===== src/rtl/exu_pkg.sv =====
package exu_pkg;
  typedef enum logic [2:0] {
    OP_ADD  = 3'd0,
    OP_SUB  = 3'd1,
    OP_ADDI = 3'd2,
    OP_MUL  = 3'd3,
    OP_LW   = 3'd4,
    OP_SW   = 3'd5,
    OP_BEQ  = 3'd6,
    OP_RSV  = 3'd7
  } exu_op_e;

  localparam int IMM_W = 16;
endpackage


===== src/rtl/exu_alu.sv =====
module exu_alu
  import exu_pkg::*;
#(
  parameter int DW = 32
) (
  input  logic [2:0]       op,
  input  logic [DW-1:0]    a,
  input  logic [DW-1:0]    b,
  input  logic [IMM_W-1:0] imm,
  input  logic [DW-1:0]    pc,
  output logic [DW-1:0]    result,
  output logic             is_branch,
  output logic             taken,
  output logic [DW-1:0]    redirect
);
  localparam int EXT_W = DW - IMM_W;

  logic [DW-1:0]   imm_sx;
  logic [DW-1:0]   diff;
  logic [DW-1:0]   seq_pc;
  logic [2*DW-1:0] prod;
  exu_op_e         op_e;

  assign op_e   = exu_op_e'(op);
  assign imm_sx = {{EXT_W{imm[IMM_W-1]}}, imm};
  assign diff   = a - b;
  assign seq_pc = pc + DW'(4);
  assign prod   = a * b;

  always_comb begin
    is_branch = (op_e == OP_BEQ);
    taken     = is_branch && (diff == '0);
    redirect  = taken ? (seq_pc + (imm_sx << 2)) : seq_pc;
  end

  always_comb begin
    unique case (op_e)
      OP_ADD:         result = a + b;
      OP_SUB:         result = diff;
      OP_ADDI:        result = a + imm_sx;
      OP_MUL:         result = prod[DW-1:0];
      OP_LW, OP_SW:   result = a + imm_sx;
      OP_BEQ:         result = redirect;
      default:        result = '0;
    endcase
  end
endmodule


===== src/rtl/exu_timer.sv =====
module exu_timer #(
  parameter int MUL_LAT = 4,
  parameter int ALU_LAT = 2,
  parameter int BUSY_W  = 32
) (
  input  logic              clk,
  input  logic              rst_n,
  input  logic              start,
  input  logic              is_mul,
  input  logic              handoff,
  output logic              running,
  output logic              done,
  output logic [BUSY_W-1:0] busy_cycles
);
  localparam int MAX_LAT = (MUL_LAT > ALU_LAT) ? MUL_LAT : ALU_LAT;
  localparam int CNT_W   = (MAX_LAT < 2) ? 1 : $clog2(MAX_LAT);
  localparam logic [CNT_W-1:0] MUL_LOAD = CNT_W'(MUL_LAT - 1);
  localparam logic [CNT_W-1:0] ALU_LOAD = CNT_W'(ALU_LAT - 1);

  logic [CNT_W-1:0] cnt;
  logic             counting;

  assign done     = running && (cnt == '0);
  assign counting = start || (running && (cnt != '0));

  always_ff @(posedge clk) begin
    if (!rst_n) begin
      running <= 1'b0;
      cnt     <= '0;
    end else if (start) begin
      running <= 1'b1;
      cnt     <= is_mul ? MUL_LOAD : ALU_LOAD;
    end else if (running) begin
      if (cnt != '0) cnt <= cnt - 1'b1;
      else if (handoff) running <= 1'b0;
    end
  end

  always_ff @(posedge clk) begin
    if (!rst_n) busy_cycles <= '0;
    else if (counting) busy_cycles <= busy_cycles + 1'b1;
  end


  busy_step_chk: assert property (@(posedge clk) disable iff (!rst_n)
    (busy_cycles != $past(busy_cycles)) |-> (busy_cycles == $past(busy_cycles) + 1'b1));


  busy_hold_chk: assert property (@(posedge clk) disable iff (!rst_n)
    (done && !handoff) |=> $stable(busy_cycles));


  no_overlap_chk: assert property (@(posedge clk) disable iff (!rst_n)
    running |-> !start);


  cnt_range_chk: assert property (@(posedge clk) disable iff (!rst_n)
    cnt <= CNT_W'(MAX_LAT - 1));
endmodule


===== src/rtl/exu_outlatch.sv =====
module exu_outlatch #(
  parameter int DW = 32
) (
  input  logic          clk,
  input  logic          rst_n,
  input  logic          load,
  input  logic [2:0]    d_op,
  input  logic [DW-1:0] d_result,
  input  logic [DW-1:0] d_pc,
  input  logic [DW-1:0] d_tag,
  input  logic          d_branch,
  input  logic          d_taken,
  input  logic [DW-1:0] d_redirect,
  input  logic          out_ready,
  output logic          out_valid,
  output logic [2:0]    out_op,
  output logic [DW-1:0] out_result,
  output logic [DW-1:0] out_pc,
  output logic [DW-1:0] out_tag,
  output logic          br_done,
  output logic          br_taken,
  output logic [DW-1:0] br_target
);
  always_ff @(posedge clk) begin
    if (!rst_n) begin
      out_valid  <= 1'b0;
      out_op     <= '0;
      out_result <= '0;
      out_pc     <= '0;
      out_tag    <= '0;
    end else if (load) begin
      out_valid  <= 1'b1;
      out_op     <= d_op;
      out_result <= d_result;
      out_pc     <= d_pc;
      out_tag    <= d_tag;
    end else if (out_valid && out_ready) begin
      out_valid  <= 1'b0;
    end
  end

  always_ff @(posedge clk) begin
    if (!rst_n) begin
      br_done   <= 1'b0;
      br_taken  <= 1'b0;
      br_target <= '0;
    end else begin
      br_done <= load && d_branch;
      if (load && d_branch) begin
        br_taken  <= d_taken;
        br_target <= d_redirect;
      end
    end
  end


  hold_chk: assert property (@(posedge clk) disable iff (!rst_n)
    (out_valid && !out_ready) |=> (out_valid && $stable(out_result) && $stable(out_pc)
                                   && $stable(out_tag) && $stable(out_op)));


  load_empty_chk: assert property (@(posedge clk) disable iff (!rst_n)
    load |-> !out_valid);
endmodule


===== src/rtl/exu_stage.sv =====
module exu_stage
  import exu_pkg::*;
#(
  parameter int DW      = 32,
  parameter int MUL_LAT = 4,
  parameter int ALU_LAT = 2,
  parameter int BUSY_W  = 32
) (
  input  logic              clk,
  input  logic              rst_n,
  input  logic              in_valid,
  output logic              in_ready,
  input  logic [2:0]        in_op,
  input  logic [DW-1:0]     in_a,
  input  logic [DW-1:0]     in_b,
  input  logic [15:0]       in_imm,
  input  logic [DW-1:0]     in_pc,
  input  logic [DW-1:0]     in_tag,
  output logic              out_valid,
  input  logic              out_ready,
  output logic [2:0]        out_op,
  output logic [DW-1:0]     out_result,
  output logic [DW-1:0]     out_pc,
  output logic [DW-1:0]     out_tag,
  output logic              br_done,
  output logic              br_taken,
  output logic [DW-1:0]     br_target,
  output logic [BUSY_W-1:0] busy_cycles
);
  logic          running, done, start, handoff;
  logic [DW-1:0] alu_result, alu_redirect;
  logic          alu_branch, alu_taken;

  assign start    = in_valid && !running;
  assign handoff  = done && !out_valid;
  assign in_ready = handoff;

  exu_alu #(.DW(DW)) u_alu (
    .op       (in_op),
    .a        (in_a),
    .b        (in_b),
    .imm      (in_imm),
    .pc       (in_pc),
    .result   (alu_result),
    .is_branch(alu_branch),
    .taken    (alu_taken),
    .redirect (alu_redirect)
  );

  exu_timer #(.MUL_LAT(MUL_LAT), .ALU_LAT(ALU_LAT), .BUSY_W(BUSY_W)) u_timer (
    .clk        (clk),
    .rst_n      (rst_n),
    .start      (start),
    .is_mul     (in_op == OP_MUL),
    .handoff    (handoff),
    .running    (running),
    .done       (done),
    .busy_cycles(busy_cycles)
  );

  exu_outlatch #(.DW(DW)) u_out (
    .clk       (clk),
    .rst_n     (rst_n),
    .load      (handoff),
    .d_op      (in_op),
    .d_result  (alu_result),
    .d_pc      (in_pc),
    .d_tag     (in_tag),
    .d_branch  (alu_branch),
    .d_taken   (alu_taken),
    .d_redirect(alu_redirect),
    .out_ready (out_ready),
    .out_valid (out_valid),
    .out_op    (out_op),
    .out_result(out_result),
    .out_pc    (out_pc),
    .out_tag   (out_tag),
    .br_done   (br_done),
    .br_taken  (br_taken),
    .br_target (br_target)
  );


  ready_loads_chk: assert property (@(posedge clk) disable iff (!rst_n)
    in_ready |=> out_valid);


  br_pulse_chk: assert property (@(posedge clk) disable iff (!rst_n)
    br_done |-> (out_valid && out_op == OP_BEQ && $rose(out_valid)));


  br_single_chk: assert property (@(posedge clk) disable iff (!rst_n)
    br_done |=> !br_done);


  br_match_chk: assert property (@(posedge clk) disable iff (!rst_n)
    br_done |-> (out_result == br_target));
endmodule


===== config.mk =====
export PLATFORM = sky130hd
export DESIGN_NAME = exu_stage
export DESIGN_NICKNAME = d
export VERILOG_FILES = /design/src/rtl/exu_pkg.sv /design/src/rtl/exu_alu.sv /design/src/rtl/exu_timer.sv /design/src/rtl/exu_outlatch.sv /design/src/rtl/exu_stage.sv
export SDC_FILE = /design/constraint.sdc
export NUM_CORES = 2
export LEC_CHECK = 0
export BUFFER_PORTS_ARGS = -buffer_cell sky130_fd_sc_hd__buf_2
export CAP_MARGIN = 10
export CORE_UTILIZATION = 65
export CTS_BUF_LIST = sky130_fd_sc_hd__clkbuf_2
export CTS_CLUSTER_DIAMETER = 150
export DETAILED_ROUTE_END_ITERATION = 8
export PLACE_DENSITY = 0.91
export SLEW_MARGIN = 20
export SYNTH_ARGS = -nofsm -noshare
export SYNTH_HDL_FRONTEND = slang
export SYNTH_SLANG_ARGS = --single-unit

===== constraint.sdc =====
create_clock -name clk -period 16.4 [get_ports clk]
set_clock_uncertainty 0.1 [all_clocks]
set_input_delay 1.64 -clock clk [delete_from_list [all_inputs] [get_ports clk]]
set_output_delay 1.64 -clock clk [all_outputs]
set_load 0.02 [all_outputs]

# After elaboration in Yosys (flattened, before gate mapping)
# Index checks and enable logic that the tools add are counted.
[word_totals] latch_bits=0 romBits=0 output_inout_bits=167 wordCells=56 mem_bits_rw=0 mem_count=0 regBits=169
[op_classes] eq_ne=6 n_reduce_logical=19 div=0 addsub=7 n_bitwise=0 magnitude_cmp=0 shifts=0 n_mul=1 n_mux=12
[op_table] cell="32-bit one-hot mux with 5 select lines" count=1
[op_table] cell="32-bit adder" count=3
[op_table] cell="32-bit by 1-bit adder with 32-bit output (second input constant)" count=1
[op_table] cell="32-bit by 3-bit adder with 32-bit output (second input constant)" count=1
[op_table] cell="32-bit zero test" count=1
[op_table] cell="32-bit by 32-bit multiplier with 32-bit output" count=1
[op_table] cell="32-bit two-way mux" count=1
[op_table] cell="32-bit subtractor" count=1
[op_table] cell="3-bit == test (second input constant)" count=3
[op_table] cell="2-bit two-way mux" count=4
[op_table] cell="2-bit nonzero test" count=4
[op_table] cell="1-bit logical AND" count=7
[op_table] cell="3-bit by 2-bit == test with 1-bit output (second input constant)" count=2
[op_table] cell="1-bit two-way mux" count=6
[op_table] cell="3-bit by 1-bit == test with 1-bit output (second input constant)" count=1
[op_table] cell="3-bit zero test" count=1
[op_table] cell="3-bit OR reduction" count=1
[op_table] cell="1-bit zero test" count=2
[op_table] cell="2-bit zero test" count=1
[op_table] cell="2-bit AND reduction" count=1
[op_table] cell="2-bit by 1-bit subtractor with 2-bit output (second input constant)" count=1
[op_table] cell="1-bit logical OR" count=1

# Logic depth before layout (Yosys ltp)
[logic_depth] ltp_word=7 depth_mapped=30 ltp_nobuf=27

# Hierarchy
# Synthesis repeated with hierarchy kept, for this count alone.
[unflattened] cells_unflattened=3434 hier_area_um2=29410.7
[modules_own_cells] module="exu_alu" n_inst=1 area_each_um2=22567.9 seq_area_each_um2=0.0 cells_per_inst=2752
[modules_own_cells] module="exu_outlatch" n_inst=1 area_each_um2=5058.6 seq_area_each_um2=2682.6 cells_per_inst=475
[modules_own_cells] module="exu_timer" n_inst=1 area_each_um2=1762.9 seq_area_each_um2=700.7 cells_per_inst=204
[modules_own_cells] module="exu_stage" n_inst=1 area_each_um2=21.3 seq_area_each_um2=0.0 cells_per_inst=3

# Least setup slack after synthesis
# OpenSTA, ideal clock, no wires.
[synth_path] kind="in2reg" from="in in_b[2]" to="reg u_out.out_result[31]" t_required_ps=16165 setup_slack_ps=7838 arrival_time_ps=8326 setup_ps=135 cell_stages=27 path_buffers=2 cell_sequence="clkbuf_1 -> clkbuf_1 -> and2_1 -> fa_1 -> inv_1 -> fa_1 -> fa_1 -> fa_1 -> inv_1 -> fa_1 -> inv_1 -> fa_1 -> inv_1 -> fa_1 -> fa_1 -> ha_1 -> a21o_1 -> a21o_1 -> a21o_1 -> a21oi_1 -> o21ai_0 -> a31o_2 -> a31oi_1 -> o21ai_0 -> xnor2_1 -> a2111oi_0 -> a32oi_1"
[synth_via] elab_chain_cells=5
[synth_lines] element="from (decl)" line="exu_stage.sv:15" rtl="input logic [DW-1:0] in_b,"
[synth_lines] element="parallel branches: the longest is 4 deep, another holds 32-bit by 32-bit multiplier with 32-bit output"
[synth_lines] element="32-bit one-hot mux with 5 select lines *" line="exu_alu.sv:37" rtl="unique case (op_e)"
[synth_lines] element="to (signal assigned)" line="exu_outlatch.sv:34" rtl="out_result <= d_result;"
[synth_lines] element="to (decl)" line="exu_outlatch.sv:17" rtl="output logic [DW-1:0] out_result,"
# Mark *: on every way between the ends.
# A chain may end at the register's enable or synchronous reset.

# Final worst setup path
[layout_path] from="in in_b[4]" to="reg u_out.out_result[31]"
# Same word-level chain as after synthesis.

==> metrics.cfg <==
[logic_synthesis]
syn_avg_cell_area_um2=8.40
synth_top_cell_area_share_pct=28.5
synth_cell_types=84
synthTopCellsByCount=nand2_1 (496), inv_1 (445), fa_1 (411), and2_1 (301), ha_1 (233)
synth_edf_count=0
synth.area.top_cells=fa_1 (28%), dfxtp_1 (12%), ha_1 (10%)
ys_ff_latch=169
ys.flop_type=dfxtp_1
yosysSeqAreaShare_pct=11.7
syn_area_um2=28900
synthCells=3440
synth_nets=4235
synthArstFlopShare_pct=0
yosysTopAreaCell=fa_1
yosysMostFrequentCell=nand2_1
ys_warn_count=0

[sta]
maxSlewHeadroom_pct=26.7
maxSlewViolCount=0
finalSetupTns_ns=0
hold_viol_final=0
setup-violations-final=0
finalCriticalPeriod_ns=8.68
fmax_mhz=115
worstMarginPinSlew_ns=1.09
fin_crit_sh_pct=52.9
rsz0062_at_grt=false

[setup_path]
startpoint_type=input port
endpoint_kind=register
r2r-end=u_out.out_result[21]
critical_path.startpoint=in_b[4]
regToRegSetupSlack_ns=12.49
critPathSlowestCell=buf_2
r2r_start=u_timer.cnt[0]
critPathKind=in2reg
path_buf_inv=5
reg2reg_depth=12
cp_num_cells=26
cp_top_family=adder cells
worst_path_most_repeated_cell=fa_1
required_ns=17.07
critical_path.endpoint=u_out.out_result[31]
critical-path-max-stage-delay_ns=0.65
arrival_ns=9.35
crit_fanout=30

[floorplanning]
die_area_um2=45300
rows=76
core_um2=43500
fp.dieW_um=213
ioPinCount=318
fp.dieH_um=213
start_util_pct=66.5

[placed_design]
numPortBuffers=317
dp_cells=4195
place_hpwl_um=70500
gp_congestion=1.03

[final_layout]
syn2layout_area_growth_pct=7.23
drive_gt1_share_pct=11.6
fin_nets=4424
fin_cells=4232

[cts]
clock_sinks=169
numCtsBuffers=17
cts_hold_buffers=0
clock_path_buffers=2
cts_resized=0
clk_latency_ns=0.84
clkTransAtPathRegs_ns=0.30
cts-root-buf=clkbuf_2
post_cts_buffers=0
cts_tree=yes
h-tree-depth=4

[global_routing]
track_usage_pct=41.7
antenna_found_initial=6
grt_pass1_wl_um=145000
grt_pass1_vias=26400
grt_start_max_net_pins=73
grt_overflow=0

[route]
first_pass_iters=6
via_per_inst=6.21
drc=0
wire_per_inst_um=21.8
wl_um=92100
vias=26300
drt-initial-drc-count=2921
ant_nets=0

[job]
max_cap_viol_count=0

[min_path]
hold_class=reg2reg

[run_status]
status=complete, no violations

area by class of cell:
class                           instances  area [um^2]
Fill cell                            3282        12500
Sequential cell                       169         3380
Inverter                              448         1680
Multi-Input combinational cell       2656        23200
Tap cell                              585          732
Clock buffer                           18         90.1
Antenna cell                            5         12.5
Clock inverter                         14          186
Timing Repair Buffer                  337         1740
layer usage:
layer	vias to the layer above	share of wire (%)	global-route usage, %
met4	4	5.6	19.5
li1	11500	-	-
met3	395	12	8.25
met1	12600	37	55.9
met5	-	0.025	0
met2	1750	45	65.2
kinds of logic (layout without fill, tap and decap cells):
| logic type | count (synthesis) | after routing | share of synthesized area [%] |
|---|---|---|---|
| and+or+nand+nor | 1171 | 1171 | 19.9 |
| adders and majority gates | 644 | 644 | 38.6 |
| buffers and inverters | 615 | 817 | 8.15 |
| AOI/OAI and AO/OA | 589 | 589 | 13.8 |
| xor gates and xnor gates | 201 | 201 | 6.09 |
| DFF | 169 | 169 | 11.7 |
| muxes | 51 | 51 | 1.84 |
| other | 0 | 5 | 0 |
how the worst min path moves through the flow:
stage                             start             endpoint  slack, ns  cells after the start
global route        u_out.br_target[18]  u_out.br_target[18]       0.39                      2
global placement    u_out.br_target[23]  u_out.br_target[23]       0.33                      1
detailed placement  u_out.br_target[15]  u_out.br_target[15]       0.34                      2
floorplan                u_timer.cnt[1]       u_timer.cnt[1]       0.41                      1
CTS                 u_out.br_target[15]  u_out.br_target[15]       0.37                      2
finish              u_out.br_target[15]  u_out.br_target[15]       0.36                      2
sequential cells by signal, summed over array words and instances, names as in the netlist:
register,flops
u_out.br_target,32
u_out.out_tag,32
u_out.out_pc,32
u_out.out_valid,1
u_out.out_op,3
u_timer.cnt,2
u_timer.running,1
u_timer.busy_cycles,32
u_out.br_done,1
u_out.br_taken,1
u_out.out_result,32
stage by stage:
step / cell area (um^2) / hold slack [ns] / util [%] / worst slack (ns)
2_1_floorplan: 28900 / 0.412 / - / 7.84
3_3_place_gp: 30700 / 0.333 / 70.6 / 7.17
3_5_place_dp: 30700 / 0.340 / 70.6 / 7.00
4_1_cts: 31000 / 0.365 / 71.3 / 7.94
5_1_grt: 31000 / 0.388 / 71.3 / 7.59
6_report: 31000 / 0.362 / 71.3 / 7.72
tightest hold or removal path, delay by kind of cell, from the launching register on:
family / cells / cell delay (ns)
DFF: 1 / 0.36
AOI/OAI and AO/OA: 1 / 0.05
and+or+nand+nor: 1 / 0.05
placed cells by master (no fill, tap or decap), types with 18 or more instances in the layout:
master and n:
nor2b_1 29, o21ai_0 87, fa_1 411, xnor2_1 146, inv_1 445, nor3_1 37
o211ai_1 19, buf_4 20, buf_2 317, clkbuf_2 18, a21boi_0 75, nand3_1 50
nand2_1 496, or3_1 19, a21o_1 67, and2_1 301, mux2i_1 33, nand4_1 24
a211oi_1 23, ha_1 233, o21ai_1 36, nor2_1 134, mux2_2 18, a21oi_1 115
dfxtp_1 169, and3_1 19, xor2_1 55
Power is left out: the tool's default activity adds up to more than one toggle a clock period on the data nets, which glitch-free logic cannot reach.
